==> src/rtl/sarpwm_pkg.sv <==
package sarpwm_pkg;

  typedef enum logic [1:0] {
    ST_IDLE   = 2'd0,
    ST_SETTLE = 2'd1,
    ST_DRAIN  = 2'd2
  } sarState_t;

  // one-cycle strobes from control to datapath
  typedef struct packed {
    logic latchSel;
    logic clearDuty;
    logic restartPwm;
    logic setBit;
    logic clearBit;
    logic capture;
  } ctrlStrobe_t;

endpackage

==> src/rtl/sarpwm_datapath.sv <==
module sarpwm_datapath
  import sarpwm_pkg::*;
#(
  parameter int DUTY_W      = 8,
  parameter int SEL_W       = 3,
  parameter int SYNC_STAGES = 2,
  localparam int IDX_W      = (DUTY_W > 1) ? $clog2(DUTY_W) : 1
) (
  input  logic              clk,
  input  logic              rstN,
  input  ctrlStrobe_t       strobe,
  input  logic [IDX_W-1:0]  setIdx,
  input  logic [IDX_W-1:0]  clrIdx,
  input  logic [SEL_W-1:0]  chanSel,
  input  logic              cmpIn,
  output logic [SEL_W-1:0]  muxSel,
  output logic              pwmOut,
  output logic [DUTY_W-1:0] result,
  output logic [DUTY_W-1:0] dutyQ,
  output logic              cmpSync
);

  logic [DUTY_W-1:0]      dutyNext;
  logic [DUTY_W-1:0]      pwmCnt;
  logic [SEL_W-1:0]       selQ;
  logic [DUTY_W-1:0]      resultQ;
  logic [SYNC_STAGES-1:0] syncQ;

  // trial code update: clear of the decided bit and set of the next bit may coincide
  always_comb begin
    dutyNext = dutyQ;
    if (strobe.clearDuty) dutyNext = '0;
    if (strobe.clearBit)  dutyNext[clrIdx] = 1'b0;
    if (strobe.setBit)    dutyNext[setIdx] = 1'b1;
  end

  always_ff @(posedge clk or negedge rstN) begin
    if (!rstN) begin
      dutyQ   <= '0;
      pwmCnt  <= '0;
      selQ    <= '0;
      resultQ <= '0;
    end else begin
      dutyQ <= dutyNext;
      if (strobe.restartPwm) pwmCnt <= '0;
      else                   pwmCnt <= pwmCnt + 1'b1;
      if (strobe.latchSel) selQ <= chanSel;
      if (strobe.capture)  resultQ <= dutyNext;
    end
  end

  // comparator synchronizer chain
  generate
    if (SYNC_STAGES == 1) begin : g_sync1
      always_ff @(posedge clk or negedge rstN) begin
        if (!rstN) syncQ <= '0;
        else       syncQ <= cmpIn;
      end
    end else begin : g_syncN
      always_ff @(posedge clk or negedge rstN) begin
        if (!rstN) syncQ <= '0;
        else       syncQ <= {syncQ[SYNC_STAGES-2:0], cmpIn};
      end
    end
  endgenerate

  assign cmpSync = syncQ[SYNC_STAGES-1];
  assign pwmOut  = (pwmCnt < dutyQ);
  assign muxSel  = selQ;
  assign result  = resultQ;

endmodule

==> src/rtl/sarpwm_ctrl.sv <==
module sarpwm_ctrl
  import sarpwm_pkg::*;
#(
  parameter int DUTY_W      = 8,
  parameter int SETTLE_W    = 3,
  parameter int SYNC_STAGES = 2,
  localparam int IDX_W      = (DUTY_W > 1) ? $clog2(DUTY_W) : 1,
  localparam int TIMER_W    = SETTLE_W + DUTY_W + 1,
  localparam int DRAIN_LEN  = SYNC_STAGES + 1,
  localparam int DRAIN_W    = $clog2(DRAIN_LEN + 1)
) (
  input  logic                clk,
  input  logic                rstN,
  input  logic                startReq,
  input  logic [SETTLE_W-1:0] settleSel,
  input  logic                cmpSync,
  output ctrlStrobe_t         strobe,
  output logic [IDX_W-1:0]    setIdx,
  output logic [IDX_W-1:0]    clrIdx,
  output logic                busy,
  output logic                done
);

  localparam logic [IDX_W-1:0] MSB_IDX = IDX_W'(DUTY_W - 1);

  sarState_t           stateQ;
  logic [TIMER_W-1:0]  timerQ;
  logic [TIMER_W-1:0]  settleLim;
  logic [SETTLE_W-1:0] settleQ;
  logic [DRAIN_W-1:0]  drainQ;
  logic [IDX_W-1:0]    bitIdx;
  logic                trialOn;
  logic                doneQ;
  logic                drainEnd;
  logic                lastBit;

  assign settleLim = ((TIMER_W'(settleQ) + 1'b1) << DUTY_W) - 1'b1;
  assign drainEnd  = (stateQ == ST_DRAIN) && (drainQ == DRAIN_W'(DRAIN_LEN - 1));
  assign lastBit   = (bitIdx == '0);

  always_comb begin
    strobe = '0;
    clrIdx = bitIdx;
    setIdx = bitIdx;
    if (stateQ == ST_IDLE && startReq) begin
      strobe.latchSel   = 1'b1;
      strobe.clearDuty  = 1'b1;
      strobe.restartPwm = 1'b1;
    end else if (drainEnd) begin
      if (!trialOn) begin
        strobe.setBit     = 1'b1;
        strobe.restartPwm = 1'b1;
      end else begin
        strobe.clearBit = cmpSync;
        if (lastBit) begin
          strobe.capture = 1'b1;
        end else begin
          setIdx            = bitIdx - 1'b1;
          strobe.setBit     = 1'b1;
          strobe.restartPwm = 1'b1;
        end
      end
    end
  end

  always_ff @(posedge clk or negedge rstN) begin
    if (!rstN) begin
      stateQ  <= ST_IDLE;
      timerQ  <= '0;
      settleQ <= '0;
      drainQ  <= '0;
      bitIdx  <= '0;
      trialOn <= 1'b0;
      doneQ   <= 1'b0;
    end else begin
      doneQ <= 1'b0;
      unique case (stateQ)
        ST_IDLE: begin
          if (startReq) begin
            settleQ <= settleSel;
            timerQ  <= '0;
            bitIdx  <= MSB_IDX;
            trialOn <= 1'b0;
            stateQ  <= ST_SETTLE;
          end
        end
        ST_SETTLE: begin
          if (timerQ == settleLim) begin
            timerQ <= '0;
            drainQ <= '0;
            stateQ <= ST_DRAIN;
          end else begin
            timerQ <= timerQ + 1'b1;
          end
        end
        ST_DRAIN: begin
          if (drainEnd) begin
            if (!trialOn) begin
              trialOn <= 1'b1;
              stateQ  <= ST_SETTLE;
            end else if (lastBit) begin
              doneQ  <= 1'b1;
              stateQ <= ST_IDLE;
            end else begin
              bitIdx <= bitIdx - 1'b1;
              stateQ <= ST_SETTLE;
            end
          end else begin
            drainQ <= drainQ + 1'b1;
          end
        end
        default: stateQ <= ST_IDLE;
      endcase
    end
  end

  assign busy = (stateQ != ST_IDLE);
  assign done = doneQ;

endmodule

==> src/rtl/sarpwm_top.sv <==
module sarpwm_top
  import sarpwm_pkg::*;
#(
  parameter int DUTY_W      = 8,
  parameter int SEL_W       = 3,
  parameter int SETTLE_W    = 3,
  parameter int SYNC_STAGES = 2,
  localparam int IDX_W      = (DUTY_W > 1) ? $clog2(DUTY_W) : 1
) (
  input  logic                clk,
  input  logic                rstN,
  input  logic                startReq,
  input  logic [SEL_W-1:0]    chanSel,
  input  logic [SETTLE_W-1:0] settleSel,
  input  logic                cmpIn,
  output logic [SEL_W-1:0]    muxSel,
  output logic                pwmOut,
  output logic                busy,
  output logic                done,
  output logic [DUTY_W-1:0]   result
);

  ctrlStrobe_t       strobe;
  logic [IDX_W-1:0]  setIdx;
  logic [IDX_W-1:0]  clrIdx;
  logic [DUTY_W-1:0] dutyQ;
  logic              cmpSync;

  sarpwm_ctrl #(
    .DUTY_W(DUTY_W), .SETTLE_W(SETTLE_W), .SYNC_STAGES(SYNC_STAGES)
  ) u_ctrl (
    .clk(clk), .rstN(rstN), .startReq(startReq), .settleSel(settleSel),
    .cmpSync(cmpSync), .strobe(strobe), .setIdx(setIdx), .clrIdx(clrIdx),
    .busy(busy), .done(done)
  );

  sarpwm_datapath #(
    .DUTY_W(DUTY_W), .SEL_W(SEL_W), .SYNC_STAGES(SYNC_STAGES)
  ) u_dp (
    .clk(clk), .rstN(rstN), .strobe(strobe), .setIdx(setIdx), .clrIdx(clrIdx),
    .chanSel(chanSel), .cmpIn(cmpIn), .muxSel(muxSel), .pwmOut(pwmOut),
    .result(result), .dutyQ(dutyQ), .cmpSync(cmpSync)
  );

endmodule

==> config.mk <==
export PLATFORM = sky130hd
export DESIGN_NAME = sarpwm_top
export DESIGN_NICKNAME = d
export VERILOG_FILES = /design/src/rtl/sarpwm_pkg.sv /design/src/rtl/sarpwm_datapath.sv /design/src/rtl/sarpwm_ctrl.sv /design/src/rtl/sarpwm_top.sv
export SDC_FILE = /design/constraint.sdc
export NUM_CORES = 1
export LEC_CHECK = 0
export CAP_MARGIN = 20
export CORE_MARGIN = 3
export CORE_UTILIZATION = 52
export CTS_CLUSTER_DIAMETER = 100
export CTS_CLUSTER_SIZE = 25
export DETAILED_ROUTE_END_ITERATION = 10
export HOLD_SLACK_MARGIN = 0.08
export PLACE_DENSITY = 0.85
export SLEW_MARGIN = 25
export SYNTH_ARGS = -nofsm -noshare
export SYNTH_HDL_FRONTEND = slang
export SYNTH_SLANG_ARGS = --single-unit
==> constraint.sdc <==
create_clock -name clk -period 1.96 [get_ports clk]
set_clock_uncertainty 0.05 [all_clocks]
set_input_delay 0.294 -clock clk [delete_from_list [all_inputs] [get_ports clk]]
set_output_delay 0.294 -clock clk [all_outputs]
set_load 0.01 [all_outputs]
==> key figures <==
Outcome
  • Run status: finished with violations
  • Failing checks: negative setup slack

Power
  • Peak ir drop on the vdd network: 0.000353 V
  • Total chip power: ~1.8 mW
  • Total power per unit cell area: ~470 nW/um2
  • Static power due to leakage: between 1.5 and 2 nW

Cells and area
  • Area Overhead vs Synth: 32.9%
  • Diodes inserted: 0
  • Nets: between 300 and 400
  • Share of layout cells above drive strength 1: 28.6%
  • Final instance area: around 3700 um2

Clock network
  • Cell at the root of the clock tree: clkbuf_8
  • H-tree levels: 2
  • Worst-case clock buffer depth: 2
  • Clock transition at path regs: ~0.10 ns
  • Source-to-sink clock delay at the later pin of the worst-skew pair: just over 0.3 ns
  • Number of clock sinks seen by CTS: between 50 and 60
  • Number of CTS-inserted buffers: 5
  • TritonCTS clock tree: yes

Min path
  • Class of the tightest hold or removal check: reg2reg
  • Number of cells traversed by the worst hold path: 0

Die
  • Die area: roughly 6300 um2
  • Top-Level Pins: 24
  • Vert. Die Dim: around 80 um
  • Placement Rows: 26
  • Starting density of the core: 54.3%
  • Placeable core region: 5140 um2
  • Die outline width: between 70 and 80 um

Synthesis
  • Summed instance area of the synthesized netlist: 2790 um2
  • Post-synthesis instance total: just under 300
  • Total of flip-flops plus latches after synthesis: 53
  • YS warnings: 0
  • Fraction of registers with async set/reset: 100%
  • Cell accounting for the most synthesized area: dfrtp_1
  • Synth cell types: 46
  • Average cell area after synthesis: 9.56 um2
  • Nets in the synthesized netlist: approximately 320
  • Top cells by instance count after synthesis: dfrtp_1 (53), nand2_1 (44), nor2_1 (24)
  • Count of flip-flops with a built-in enable after synthesis: 0
  • Main synth FF type: dfrtp_1
  • Top area cells in the synthesized netlist: dfrtp_1 (48%), ha_1 (6.3%), nand2_1 (5.9%), nor2_1 (3.2%), xor2_1 (3.1%)
  • Dominant cell by count in the synthesized netlist: dfrtp_1
  • Sequential share of the synthesized area: 47.5%
  • Top-area cell type share of the netlist area: 47.5%

Setup path
  • Worst R2R Path Depth: 8
  • Highest-delay cell along the critical path: or4b_4
  • Critical Path Start Type: register
  • Cell count along the critical path: 8
  • Worst EP arrival: between 2 and 2.5 ns
  • Data required, critical path: roughly 2.2 ns
  • Critical path start-end classification: reg2reg
  • Critical path cell sequence: ha_4, nand2b_4, a21boi_2, or4b_4, a31oi_4, buf_6, nand2_1, o21ai_2
  • Crit. End Element: register
  • Buffers & Inverters on Critical Path: 1
  • Worst-path fanout max: 5
  • Family of cells with the greatest summed delay on the critical path: simple AND/OR/NAND/NOR gates
  • CP peak stage delay: between 0.5 and 0.6 ns

Global route
  • Overall Global Routing Usage: between 20% and 30%
  • Wire length of the first global-routing pass: 10.3 mm
  • Total global routing overflow: 0
  • Largest net degree at the start of global routing: 31
  • Vias in the first global route: between 2,000 and 2,500
  • Number of antenna violations at the first check in global routing: 0

Timing
  • Worst setup margin: -0.244 ns
  • Worst-case headroom to the max-slew limit: between 60% and 70%
  • Share of the cycle needed by the critical path after routing: 112%
  • Endpoints failing hold: 0
  • Top achievable clock speed: around 0.45 GHz
  • Unrepaired setup endpoints after global routing: true
  • Time the worst path needs with I/O delays and setup: between 2 and 2.5 ns
  • Transition time at the pin with the least slew margin: 0.564 ns
  • Final number of setup-violating endpoints: 15
  • Final slew viol count: 0

Placement
  • Post-detailed-placement cell area: roughly 3400 um2
  • Number of port buffers: 23
  • Placed wire-length estimate: around 4.4 mm
  • Routability cong.: 0.925

Drt
  • Final WL: between 6 and 7 mm
  • Number of vias per cell after detailed routing: 5.67
  • Total via count after detailed routing: 2,438
  • Wirelength per Cell: 15.1 um
  • 1st-pass router iterations: 6
  • Violation count after the first detailed-route iteration: between 200 and 250
  • Number of routed nets with antenna violations: 0
  • Number of remaining DRC errors: 0

Flow run
  • Total of max-cap violations: 0
==> worst reg2reg max path: cells and delay by family (launching register included) <==
| family | cells | cell delay [ns] |
|---|---|---|
| compound gates | 3 | 0.48 |
| simple gates | 3 | 0.72 |
| buf+inv | 1 | 0.15 |
| flops | 1 | 0.45 |
| fa+ha+maj | 1 | 0.29 |
==> cell usage in the layout (no fill, tap or decap), types with 5 or more instances in the layout <==
cell type and instances:
and3_1 6, o21ai_0 11, nand2_1 44, inv_1 12
nand3_1 12, ha_1 10, clkbuf_8 5, nor2_1 21
a31oi_1 5, dfrtp_1 52, buf_6 6, xor2_1 9
clkdlybuf4s50_1 20, o211ai_1 7, buf_4 36, a21oi_1 8
==> flip-flops by register name, summed over array words and instances, names as in the netlist <==
name and count:
u_ctrl.clrIdx 3, u_ctrl.done 1, u_ctrl.drainQ 2, u_ctrl.settleQ 3, u_ctrl.stateQ 2, u_ctrl.timerQ 12
u_ctrl.trialOn 1, u_dp.dutyQ 8, u_dp.muxSel 3, u_dp.pwmCnt 8, u_dp.result 8, u_dp.syncQ 2
==> per-layer routing <==
layer / share of wire [%] / global-route usage [%] / routed length, um
met1: 42 / 25.5 / 2720
met2: 51 / 35.7 / 3330
met3: 4.8 / 4.42 / 314
met4: 1.9 / 6.53 / 122
met5: 0 / 0 / 0
==> kinds of logic after synthesis <==
| group | synth area share, % |
|---|---|
| compound gates | 13.8 |
| mux | 3.09 |
| buf+inv | 3.77 |
| simple gates | 20.8 |
| fa+ha+maj | 6.28 |
| flops | 47.5 |
| xor+xnor | 4.71 |
==> worst paths after layout <==
kind,slack [ns],endpoint,startpoint
min in group asynchronous,0.46,u_ctrl.timerQ[6]$_DFFE_PN0P_,rstN
max in group asynchronous,0.86,u_dp.pwmCnt[3]$_DFF_PN0_,rstN
worst max register to register,-0.24,u_ctrl.timerQ[4]$_DFFE_PN0P_,u_ctrl.settleQ[1]$_DFFE_PN0P_
worst max-delay path,-0.24,u_ctrl.timerQ[4]$_DFFE_PN0P_,u_ctrl.settleQ[1]$_DFFE_PN0P_
worst min register to register,0.32,u_dp.syncQ[1]$_DFF_PN0_,u_dp.syncQ[0]$_DFF_PN0_
worst min-delay path,0.32,u_dp.syncQ[1]$_DFF_PN0_,u_dp.syncQ[0]$_DFF_PN0_
==> final cells by class <==
cell class | instances | area, um2
Clock buffer | 5 | 68.8
Inverter | 15 | 56.3
Tap cell | 70 | 87.6
Multi-Input combinational cell | 216 | 1540
Sequential cell | 53 | 1330
Clock inverter | 3 | 17.5
Fill cell | 393 | 1430
Timing Repair Buffer | 68 | 607
==> power by group <==
group          internal [mW]  switching [mW]
clock                  0.248           0.370
combinational         0.0199          0.0234
sequential              1.09        0.000829
total                   1.36           0.394
==> metrics by stage <==
step                util, %  hold slack, ns  setup TNS, ns  setup slack [ns]  std cells
floorplan                 -         -0.0516         -0.506            -0.113        292
CTS                    69.8           0.318          -1.82            -0.240        425
detailed placement     66.1           0.267          -2.23            -0.330        413
global placement       66.1           0.264          -1.63            -0.250        413
finish                 72.2           0.317          -2.98            -0.244        430
global route           72.2           0.340          -3.92            -0.331        430
==> what timing repair did <==
item	in CTS	in global routing
hold buffers	1	0
buffers inserted	2	5
endpoints found under the setup margin	22	29
gates cloned	1	0
hold endpoints to repair	23	0
gates resized for setup	25	22
pin swaps	6	7
No activity file was read; power rests on OpenSTA's default activity.
